`src/rtl/flash_stat_pkg.sv`:
```
package flash_stat_pkg;
  localparam int unsigned DATA_W = 16;

  typedef enum logic [1:0] {
    ST_IDLE = 2'd0,
    ST_BUSY = 2'd1,
    ST_ERR  = 2'd2
  } op_state_e;

  typedef enum logic {
    OP_PROG  = 1'b0,
    OP_ERASE = 1'b1
  } op_kind_e;

  // toggle on bits 6/14, error on bits 5/13, rest zero
  function automatic logic [DATA_W-1:0] status_word(input logic tog, input logic err);
    logic [DATA_W-1:0] w;
    w     = '0;
    w[14] = tog;
    w[6]  = tog;
    w[13] = err;
    w[5]  = err;
    return w;
  endfunction
endpackage

```
`src/rtl/fsg_array.sv`:
```
module fsg_array
  import flash_stat_pkg::*;
#(
  parameter int unsigned ADDR_W = 5,
  parameter int unsigned SECT_W = 3
) (
  input  logic              clk_i,
  input  logic              rst_ni,
  input  logic [ADDR_W-1:0] raddr_i,
  output logic [DATA_W-1:0] rword_o,
  input  logic [ADDR_W-1:0] chk_addr_i,
  input  logic [DATA_W-1:0] chk_data_i,
  output logic              conflict_o,
  input  logic              prog_we_i,
  input  logic [ADDR_W-1:0] prog_addr_i,
  input  logic [DATA_W-1:0] prog_data_i,
  input  logic              erase_we_i,
  input  logic [ADDR_W-1:0] erase_addr_i
);
  localparam int unsigned DEPTH     = 1 << ADDR_W;
  localparam int unsigned SEC_IDX_W = ADDR_W - SECT_W;

  logic [DATA_W-1:0] word_w [DEPTH];

  for (genvar g = 0; g < DEPTH; g++) begin : g_word
    localparam logic [ADDR_W-1:0]    WADDR = ADDR_W'(g);
    localparam logic [SEC_IDX_W-1:0] WSEC  = SEC_IDX_W'(g >> SECT_W);
    logic [DATA_W-1:0] word_q;
    logic              prog_hit;
    logic              erase_hit;

    assign prog_hit  = prog_we_i && (prog_addr_i == WADDR);
    assign erase_hit = erase_we_i && (erase_addr_i[ADDR_W-1:SECT_W] == WSEC);

    always_ff @(posedge clk_i or negedge rst_ni) begin
      if (!rst_ni)        word_q <= '1;
      else if (prog_hit)  word_q <= word_q & prog_data_i;
      else if (erase_hit) word_q <= '1;
    end

    assign word_w[g] = word_q;
  end

  assign rword_o    = word_w[raddr_i];
  // a 1 requested where the cell already holds 0
  assign conflict_o = |(chk_data_i & ~word_w[chk_addr_i]);
endmodule

```
`src/rtl/fsg_op_ctrl.sv`:
```
module fsg_op_ctrl
  import flash_stat_pkg::*;
#(
  parameter int unsigned ADDR_W = 5
) (
  input  logic              clk_i,
  input  logic              rst_ni,
  input  logic              start_prog_i,
  input  logic              start_erase_i,
  input  logic [ADDR_W-1:0] op_addr_i,
  input  logic [DATA_W-1:0] op_data_i,
  input  logic              done_i,
  input  logic              timeout_i,
  input  logic              reset_cmd_i,
  input  logic              conflict_i,
  output op_state_e         state_o,
  output op_kind_e          kind_o,
  output logic [ADDR_W-1:0] tgt_addr_o,
  output logic [DATA_W-1:0] tgt_data_o,
  output logic              start_acc_o,
  output logic              commit_prog_o,
  output logic              commit_erase_o
);
  op_state_e         state_q, state_d;
  op_kind_e          kind_q, kind_d;
  logic [ADDR_W-1:0] addr_q, addr_d;
  logic [DATA_W-1:0] data_q, data_d;
  logic              finish_ok;

  assign finish_ok      = (state_q == ST_BUSY) && done_i && !timeout_i;
  assign commit_prog_o  = finish_ok && (kind_q == OP_PROG);
  assign commit_erase_o = finish_ok && (kind_q == OP_ERASE);
  assign start_acc_o    = (state_q == ST_IDLE) && (start_prog_i || start_erase_i);

  always_comb begin
    state_d = state_q;
    kind_d  = kind_q;
    addr_d  = addr_q;
    data_d  = data_q;
    unique case (state_q)
      ST_IDLE: begin
        if (start_prog_i) begin
          kind_d  = OP_PROG;
          addr_d  = op_addr_i;
          data_d  = op_data_i;
          state_d = conflict_i ? ST_ERR : ST_BUSY;
        end else if (start_erase_i) begin
          kind_d  = OP_ERASE;
          addr_d  = op_addr_i;
          state_d = ST_BUSY;
        end
      end
      ST_BUSY: begin
        if (timeout_i)   state_d = ST_ERR;
        else if (done_i) state_d = ST_IDLE;
      end
      ST_ERR: begin
        if (reset_cmd_i) state_d = ST_IDLE;
      end
      default: state_d = ST_IDLE;
    endcase
  end

  always_ff @(posedge clk_i or negedge rst_ni) begin
    if (!rst_ni) begin
      state_q <= ST_IDLE;
      kind_q  <= OP_PROG;
      addr_q  <= '0;
      data_q  <= '0;
    end else begin
      state_q <= state_d;
      kind_q  <= kind_d;
      addr_q  <= addr_d;
      data_q  <= data_d;
    end
  end

  assign state_o    = state_q;
  assign kind_o     = kind_q;
  assign tgt_addr_o = addr_q;
  assign tgt_data_o = data_q;
endmodule

```
`src/rtl/fsg_rd_path.sv`:
```
module fsg_rd_path
  import flash_stat_pkg::*;
#(
  parameter int unsigned ADDR_W = 5,
  parameter int unsigned SECT_W = 3
) (
  input  logic              clk_i,
  input  logic              rst_ni,
  input  logic              rd_i,
  input  logic [ADDR_W-1:0] addr_i,
  input  op_state_e         state_i,
  input  op_kind_e          kind_i,
  input  logic [ADDR_W-1:0] tgt_addr_i,
  input  logic              start_acc_i,
  input  logic [DATA_W-1:0] rword_i,
  output logic              rvalid_o,
  output logic [DATA_W-1:0] rdata_o,
  output logic              stat_o
);
  logic stat_sel;
  logic in_sector;
  logic tog_q;
  logic stat_q;
  logic rvalid_q;
  logic [DATA_W-1:0] rdata_q;

  assign in_sector = (addr_i[ADDR_W-1:SECT_W] == tgt_addr_i[ADDR_W-1:SECT_W]) && !addr_i[0];
  assign stat_sel  = (state_i != ST_IDLE) && ((kind_i == OP_PROG) || in_sector);

  always_ff @(posedge clk_i or negedge rst_ni) begin
    if (!rst_ni) begin
      tog_q    <= 1'b0;
      stat_q   <= 1'b0;
      rvalid_q <= 1'b0;
      rdata_q  <= '0;
    end else begin
      rvalid_q <= rd_i;
      if (start_acc_i) begin
        tog_q <= 1'b0;
      end else if (rd_i && stat_sel) begin
        tog_q <= ~tog_q;
      end
      if (rd_i) begin
        stat_q  <= stat_sel;
        rdata_q <= stat_sel ? status_word(tog_q, state_i == ST_ERR) : rword_i;
      end
    end
  end

  assign rvalid_o = rvalid_q;
  assign rdata_o  = rdata_q;
  assign stat_o   = stat_q;
endmodule

```
`src/rtl/flash_status_gen.sv`:
```
module flash_status_gen
  import flash_stat_pkg::*;
#(
  parameter int unsigned ADDR_W = 5,
  parameter int unsigned SECT_W = 3
) (
  input  logic              clk_i,
  input  logic              rst_ni,
  input  logic              rd_i,
  input  logic [ADDR_W-1:0] addr_i,
  input  logic              start_prog_i,
  input  logic              start_erase_i,
  input  logic [ADDR_W-1:0] op_addr_i,
  input  logic [15:0]       op_data_i,
  input  logic              done_i,
  input  logic              timeout_i,
  input  logic              reset_cmd_i,
  output logic              rvalid_o,
  output logic [15:0]       rdata_o
);
  op_state_e         state_q;
  op_kind_e          kind_q;
  logic [ADDR_W-1:0] tgt_addr;
  logic [DATA_W-1:0] tgt_data;
  logic              start_acc;
  logic              commit_prog;
  logic              commit_erase;
  logic              conflict;
  logic [DATA_W-1:0] rword;
  logic              rd_stat;

  fsg_op_ctrl #(.ADDR_W(ADDR_W)) u_ctrl (
    .clk_i          (clk_i),
    .rst_ni         (rst_ni),
    .start_prog_i   (start_prog_i),
    .start_erase_i  (start_erase_i),
    .op_addr_i      (op_addr_i),
    .op_data_i      (op_data_i),
    .done_i         (done_i),
    .timeout_i      (timeout_i),
    .reset_cmd_i    (reset_cmd_i),
    .conflict_i     (conflict),
    .state_o        (state_q),
    .kind_o         (kind_q),
    .tgt_addr_o     (tgt_addr),
    .tgt_data_o     (tgt_data),
    .start_acc_o    (start_acc),
    .commit_prog_o  (commit_prog),
    .commit_erase_o (commit_erase)
  );

  fsg_array #(.ADDR_W(ADDR_W), .SECT_W(SECT_W)) u_array (
    .clk_i        (clk_i),
    .rst_ni       (rst_ni),
    .raddr_i      (addr_i),
    .rword_o      (rword),
    .chk_addr_i   (op_addr_i),
    .chk_data_i   (op_data_i),
    .conflict_o   (conflict),
    .prog_we_i    (commit_prog),
    .prog_addr_i  (tgt_addr),
    .prog_data_i  (tgt_data),
    .erase_we_i   (commit_erase),
    .erase_addr_i (tgt_addr)
  );

  fsg_rd_path #(.ADDR_W(ADDR_W), .SECT_W(SECT_W)) u_rd (
    .clk_i       (clk_i),
    .rst_ni      (rst_ni),
    .rd_i        (rd_i),
    .addr_i      (addr_i),
    .state_i     (state_q),
    .kind_i      (kind_q),
    .tgt_addr_i  (tgt_addr),
    .start_acc_i (start_acc),
    .rword_i     (rword),
    .rvalid_o    (rvalid_o),
    .rdata_o     (rdata_o),
    .stat_o      (rd_stat)
  );
endmodule

```
`config.mk`:
```
export PLATFORM = sky130hd
export DESIGN_NAME = flash_status_gen
export DESIGN_NICKNAME = d
export VERILOG_FILES = /design/src/rtl/flash_stat_pkg.sv /design/src/rtl/fsg_array.sv /design/src/rtl/fsg_op_ctrl.sv /design/src/rtl/fsg_rd_path.sv /design/src/rtl/flash_status_gen.sv
export SDC_FILE = /design/constraint.sdc
export NUM_CORES = 1
export LEC_CHECK = 0
export BUFFER_PORTS_ARGS = -buffer_cell sky130_fd_sc_hd__buf_2
export CORE_MARGIN = 2
export CORE_UTILIZATION = 55
export CTS_CLUSTER_DIAMETER = 100
export DETAILED_ROUTE_END_ITERATION = 10
export GPL_TIMING_DRIVEN = 0
export PLACE_DENSITY = 0.71
export SYNTH_ARGS = -nofsm -noshare
export SYNTH_HDL_FRONTEND = slang
export SYNTH_HIERARCHICAL = 1
export SYNTH_SLANG_ARGS = --single-unit
```
`constraint.sdc`:
```
create_clock -name clk_i -period 3.15 [get_ports clk_i]
set_clock_uncertainty 0.1 [all_clocks]
set_input_delay 0.315 -clock clk_i [delete_from_list [all_inputs] [get_ports clk_i]]
set_output_delay 0.315 -clock clk_i [all_outputs]
set_load 0.01 [all_outputs]
```
==> reports/metrics.cfg, run 1 <==
[layout]
fill_cells = 4178
area_delta_synth_final_pct = 11.9
final_nets = 2622
fin_util = 0.621
drive_gt1_frac = 0.396
fin_cells = 3317

[clocking]
clockBufferDepth = 3
tritoncts = yes
cts_made_buffers = 58
clk_latency_ps = 640
htreeDepth = 2
root_buffer = clkbuf_16
cts_setup_buffers = 0
clk_pin_slew_worst_paths_ps = 60
clkSinkCount = 554

[place]
gp_congestion = 1.05
dp_hpwl_um = 79800
portBuffers = 48
pre_cts_ws_ps = -1140
dp.cells = 3213

[drt]
wl_per_cell_um = 33.0
drc_errors = 0
drt_iter0_markers = 3726
vias = 23800
dr.pass1.iters = 6
wl_um = 109000
detail_route.vias_per_cell = 7.18
ant_nets = 0

[timing]
hold_viol = 0
fin_setup_tns_ps = -299
tightest_slew_ps = 1320
slew_headroom = 0.118
setup_violations = 11
drv_slew = 0
fmax_mhz = 309
fin_ws_ps = -89.2
rsz0062_at_grt = yes
period_share = 1.03
fin_crit_ps = 3240

[grt]
grt_use_total = 0.407
globalRouteOverflowTotal = 0
grt_pass1_wl_um = 158000
grt_max_degree = 128
antenna_found_initial = 4
first_global_vias = 23300

[floorplanning]
dieArea_um2 = 54900
dieWidth_um = 234
start_util = 0.555
num_rows = 84
coreArea_um2 = 52600
die_h_um = 234
pin_count = 51

[worst_hold_path]
hp-class = input pin to flop
hold_path.startpoint = start_erase_i
whs_path_depth = 4
hold_path_end = u_ctrl/state_o[0]$_DFFE_PN0P_

[worst_setup_path]
worst_r2r_endpoint = u_array/g_word[15].word_q[5]$_DFFE_PN1P_
r2r_cells = 8
crit_path_start_kind = flop
end_kind = flop
r2r-start = u_ctrl/state_o[1]$_DFFE_PN0P_
crit_required_ps = 3590
cp.arrival_ps = 3680
rrSetupSlack_ps = -90
path_class = flop to flop
path_max_fanout = 10

[outcome]
status = complete, but fails checks
violations = setup timing

[flow_run]
drv_cap = 0

[power]
p_per_area_nw_per_um2 = 1040
peakVddDrop_uv = 481
leakagePower_nw = 14.3

[yosys]
postSynthAreaPerCell_um2 = 11.8
synth_area_um2 = 29200
yosysWarnings = 6
synth_nets = 2507
syn_inst = 2473

flip-flops by register name, summed over array words and instances, names as in the netlist:
| name | cells |
|---|---|
| u_array/g_word.word_q | 512 |
| u_ctrl/tgt_data_o | 16 |
| u_rd/rdata_o | 16 |
| u_ctrl/tgt_addr_o | 5 |
| u_ctrl/state_o | 2 |
| u_ctrl/kind_o | 1 |
| u_rd/rvalid_o | 1 |
| u_rd/tog_q | 1 |
worst max-delay path by stage:
stage                             startpoint                                       end
5_1_grt        u_ctrl/state_o[1]$_DFFE_PN0P_  u_array/g_word[15].word_q[7]$_DFFE_PN1P_
6_report       u_ctrl/state_o[1]$_DFFE_PN0P_  u_array/g_word[15].word_q[5]$_DFFE_PN1P_
4_1_cts        u_ctrl/state_o[1]$_DFFE_PN0P_  u_array/g_word[7].word_q[14]$_DFFE_PN1P_
3_3_place_gp                          rst_ni          u_ctrl/tgt_data_o[9]$_DFFE_PN0P_
2_1_floorplan                      addr_i[0]              u_rd/rdata_o[13]$_DFFE_PN0P_
3_5_place_dp                    op_addr_i[1]             u_ctrl/state_o[1]$_DFFE_PN0P_
report_power, final:
part | leakage (nW) | internal (mW) | switching (mW)
Clock | 0.926 | 4.09 | 2.94
Sequential | 5.84 | 13.0 | 2.90
Combinational | 7.57 | 4.99 | 5.96
Total | 14.3 | 22.0 | 11.8
placed cells by master (no fill, tap or decap), types with 8 or more instances in the layout:
master,n
nand2_1,597
dfrtp_1,42
nor2_1,24
a22oi_1,13
mux2i_1,36
buf_8,8
o2bb2ai_1,10
clkbuf_1,122
nand2_2,16
mux4_2,234
a21oi_1,8
clkbuf_2,14
dfstp_2,512
o21ai_0,527
clkbuf_8,17
clkbuf_16,59
clkinv_2,8
mux2_2,44
dlygate4sd3_1,28
nand4_1,12
nor2b_1,13
buf_2,57
mux4_1,38
o22ai_1,15
nand3_1,15
critical path: stages, from the launching register on:
cell	delay (ps)
dfrtp_1	500
nor4bb_1	360
nor2b_1	280
nand2b_1	220
nor2_1	350
nand3_1	460
clkbuf_1	450
o21ai_0	320
nand2_1	90
area by class of cell:
type / count / area (µm²) / share of cell area
Multi-Input combinational cell: 1702 / 13600 / 0.416
Inverter: 9 / 33.8 / 0.00103
Timing Repair Buffer: 80 / 641 / 0.0196
Clock inverter: 25 / 312 / 0.00954
Buffer: 183 / 1120 / 0.0343
Sequential cell: 554 / 14500 / 0.444
Clock buffer: 75 / 1590 / 0.0486
Antenna cell: 1 / 2.50 / 0.0000766
Tap cell: 688 / 861 / 0.0264
layer usage:
layer	track usage	part of all wire	wire, µm
met3	0.122	0.13	14400
met1	0.524	0.35	38400
met2	0.593	0.43	47200
met5	0	0	0
met4	0.285	0.086	9370
stage by stage:
stage / power [mW] / area, µm² / hold WS, ps
after floorplan: 21.9 / 29200 / -80.6
after global placement: 25.6 / 30300 / 363
after detailed placement: 26.3 / 30400 / 331
after CTS: 33.4 / 32600 / 22.2
after global routing: 35.2 / 32700 / 61.8
final: 33.8 / 32700 / 47.4
timing repair:
action | in CTS | in global routing
setup endpoints to repair | 216 | 368
resized for setup | 27 | 46
hold buffers | 28 | 0
endpoints found under the hold margin | 53 | 0
Note: power is estimated with default switching activity, not from simulation.
==> inputs of run 2 (changes only) <==
- CELL_PAD_IN_SITES_DETAIL_PLACEMENT: default -> 0
- CELL_PAD_IN_SITES_GLOBAL_PLACEMENT: default -> 2
- CORE_UTILIZATION: 55 -> 44
- CTS_CLUSTER_SIZE: default -> 28
- PLACE_DENSITY: 0.71 -> default
- PLACE_DENSITY_LB_ADDON: default -> 0.1
==> run 2 against run 1 <==
Effect of this change: the flow still finishes with violations (setup timing); maximum frequency down 0.38%; non-clock buffer count up 8; wire length rose by 6.6%; global-route usage shrank 6.2 points; worst setup slack got worse by 12 ps; critical path depth fell by 1; sequential cell count is the same; critical endpoint is now u_array/g_word[8].word_q[15]$_DFFE_PN1P_; largest cell class unchanged.
==> reports/metrics.cfg, run 2 (synthesis results as in run 1) <==
[outcome]
status = complete, but fails checks  ; unchanged
violations = setup timing  ; unchanged

[floorplanning]
dieArea_um2 = 68400  ; was 54900 µm²
pin_count = 51  ; unchanged
start_util = 0.444  ; was 0.555
dieWidth_um = 261  ; was 234 µm
num_rows = 94  ; was 84
die_h_um = 261  ; was 234 µm
coreArea_um2 = 65700  ; was 52600 µm²

[drt]
ant_nets = 0  ; unchanged
wl_um = 116000  ; was 109000 µm
detail_route.vias_per_cell = 6.57  ; was 7.18
drt_iter0_markers = 2603  ; was 3726
vias = 22700  ; was 23800
drc_errors = 0  ; unchanged
dr.pass1.iters = 6  ; unchanged
wl_per_cell_um = 33.8  ; was 33.0 µm

[worst_setup_path]
rrSetupSlack_ps = -100  ; was -90 ps
path_class = flop to flop  ; unchanged
crit_required_ps = 3600  ; was 3590 ps
cp.arrival_ps = 3700  ; was 3680 ps
crit_path_start_kind = flop  ; unchanged
end_kind = flop  ; unchanged
path_max_fanout = 10  ; unchanged

[power]
leakagePower_nw = 13.9  ; was 14.3 nW
p_per_area_nw_per_um2 = 974  ; was 1040 nW/µm²
peakVddDrop_uv = 537  ; was 481 µV

[timing]
fin_ws_ps = -102  ; was -89.2 ps
drv_slew = 0  ; unchanged
fmax_mhz = 308  ; was 309 MHz
fin_crit_ps = 3250  ; was 3240 ps
tightest_slew_ps = 1410  ; was 1320 ps
rsz0062_at_grt = yes  ; unchanged
hold_viol = 0  ; unchanged
period_share = 1.03  ; about the same
fin_setup_tns_ps = -2190  ; was -299 ps
slew_headroom = 0.0611  ; was 0.118
setup_violations = 61  ; was 11

[grt]
first_global_vias = 22600  ; was 23300
grt_pass1_wl_um = 166000  ; was 158000 µm
grt_max_degree = 119  ; was 128
grt_use_met3 = 0.0584  ; was 0.122
grt-busiest-layer = met2  ; unchanged
met1_usage = 0.479  ; was 0.524
globalRouteOverflowTotal = 0  ; unchanged
use_met2 = 0.533  ; was 0.593
grt_use_total = 0.345  ; was 0.407
antenna_found_initial = 1  ; was 4

[place]
dpl-instance-area_um2 = 30600  ; was 30400 µm²
dp_hpwl_um = 87700  ; was 79800 µm
gp_congestion = 0.947  ; was 1.05
pre_cts_ws_ps = -1130  ; was -1140 ps
portBuffers = 48  ; unchanged

[layout]
final_cell_area_um2 = 32100  ; was 32700 µm²
final_common_cell = nand2_1  ; unchanged
final_nets = 2601  ; was 2622
antennaDiodeCount = 0  ; was 1
drive_gt1_frac = 0.400  ; was 0.396
fill_cells = 5934  ; was 4178
largest-register = u_array/g_word.word_q  ; unchanged
largest_reg_flops = 512  ; unchanged
multiInputGateArea_um2 = 13700  ; was 13600 µm²
area_delta_synth_final_pct = 9.95  ; was 11.9%
regArea_um2 = 14500  ; unchanged
final_cell_mix = 583 x nand2_1, 527 x o21ai_0, 512 x dfstp_2  ; was 597 x nand2_1, 527 x o21ai_0, 512 x dfstp_2

[clocking]
clk_pin_slew_worst_paths_ps = 120  ; was 60 ps
clkSinkCount = 554  ; unchanged
cts_made_buffers = 29  ; was 58
cts_setup_buffers = 0  ; unchanged
clockBufferDepth = 3  ; unchanged
tritoncts = yes  ; unchanged
root_buffer = clkbuf_16  ; unchanged
clk_latency_ps = 640  ; about the same
htreeDepth = 1  ; was 2

[flow_run]
drv_cap = 0  ; unchanged

[worst_hold_path]
hp-class = input pin to flop  ; unchanged

## run 2: power by group
part / leakage (nW) / internal, mW / switching, mW
Clock: 0.462 / 1.85 / 2.72
Sequential: 5.84 / 12.9 / 2.81
Combinational: 7.63 / 4.99 / 5.96
Total: 13.9 / 19.7 / 11.5
## run 2: worst paths after layout
| path | startpoint | cells after the start | to |
|---|---|---|---|
| setup / recovery | u_ctrl/tgt_addr_o[3]$_DFFE_PN0P_ | 7 | u_array/g_word[8].word_q[15]$_DFFE_PN1P_ |
| hold / removal | start_erase_i | 4 | u_ctrl/state_o[0]$_DFFE_PN0P_ |
| setup reg to reg | u_ctrl/tgt_addr_o[3]$_DFFE_PN0P_ | 7 | u_array/g_word[8].word_q[15]$_DFFE_PN1P_ |
| hold reg to reg | u_array/g_word[20].word_q[3]$_DFFE_PN1P_ | 2 | u_array/g_word[20].word_q[3]$_DFFE_PN1P_ |
| max in group asynchronous | rst_ni | 4 | u_array/g_word[4].word_q[6]$_DFFE_PN1P_ |
| min in group asynchronous | rst_ni | 2 | u_ctrl/tgt_data_o[14]$_DFFE_PN0P_ |
## run 2: through the flow
step                      hold slack, ps  total power [mW]  cells  utilization
after global routing                91.9              32.9   3451        0.488
after CTS                           35.7              31.2   3453        0.486
after detailed placement             371              26.5   3389        0.466
after global placement               364              26.0   3385        0.464
after floorplan                    -80.6              21.9   2473            -
final                               51.0              31.2   3451        0.488
## run 2: layout make-up
type / instances / share of cell area
plain buffers: 191 / 0.0369
clock buffers: 34 / 0.0235
clock inverters: 17 / 0.00671
inverters: 9 / 0.00105
multi-input cells: 1702 / 0.426
flip-flops and latches: 554 / 0.452
well taps: 864 / 0.0337
repair buffers: 80 / 0.0200
## run 2: critical path, cell delays in order, from the launching register on
cell and delay (ps):
dfrtp_1 520, clkbuf_1 410, nor2b_1 460, nor2b_1 480, nand2_1 390, nand2_2 330
clkbuf_2 360, nand2_1 90
## run 2: timing repair
item,4_1_cts,5_1_grt
gates resized for setup,50,64
endpoints found under the hold margin,30,0
pin swaps,0,1
hold buffers,28,0
endpoints found under the setup margin,298,379
## run 2: metal layers
metal,share of wire,vias to the layer above,routed length [µm]
met5,0,-,0
li1,-,9259,-
met4,0.055,0,6420
met1,0.41,12000,47600
met2,0.45,1160,52800
met3,0.083,250,9630
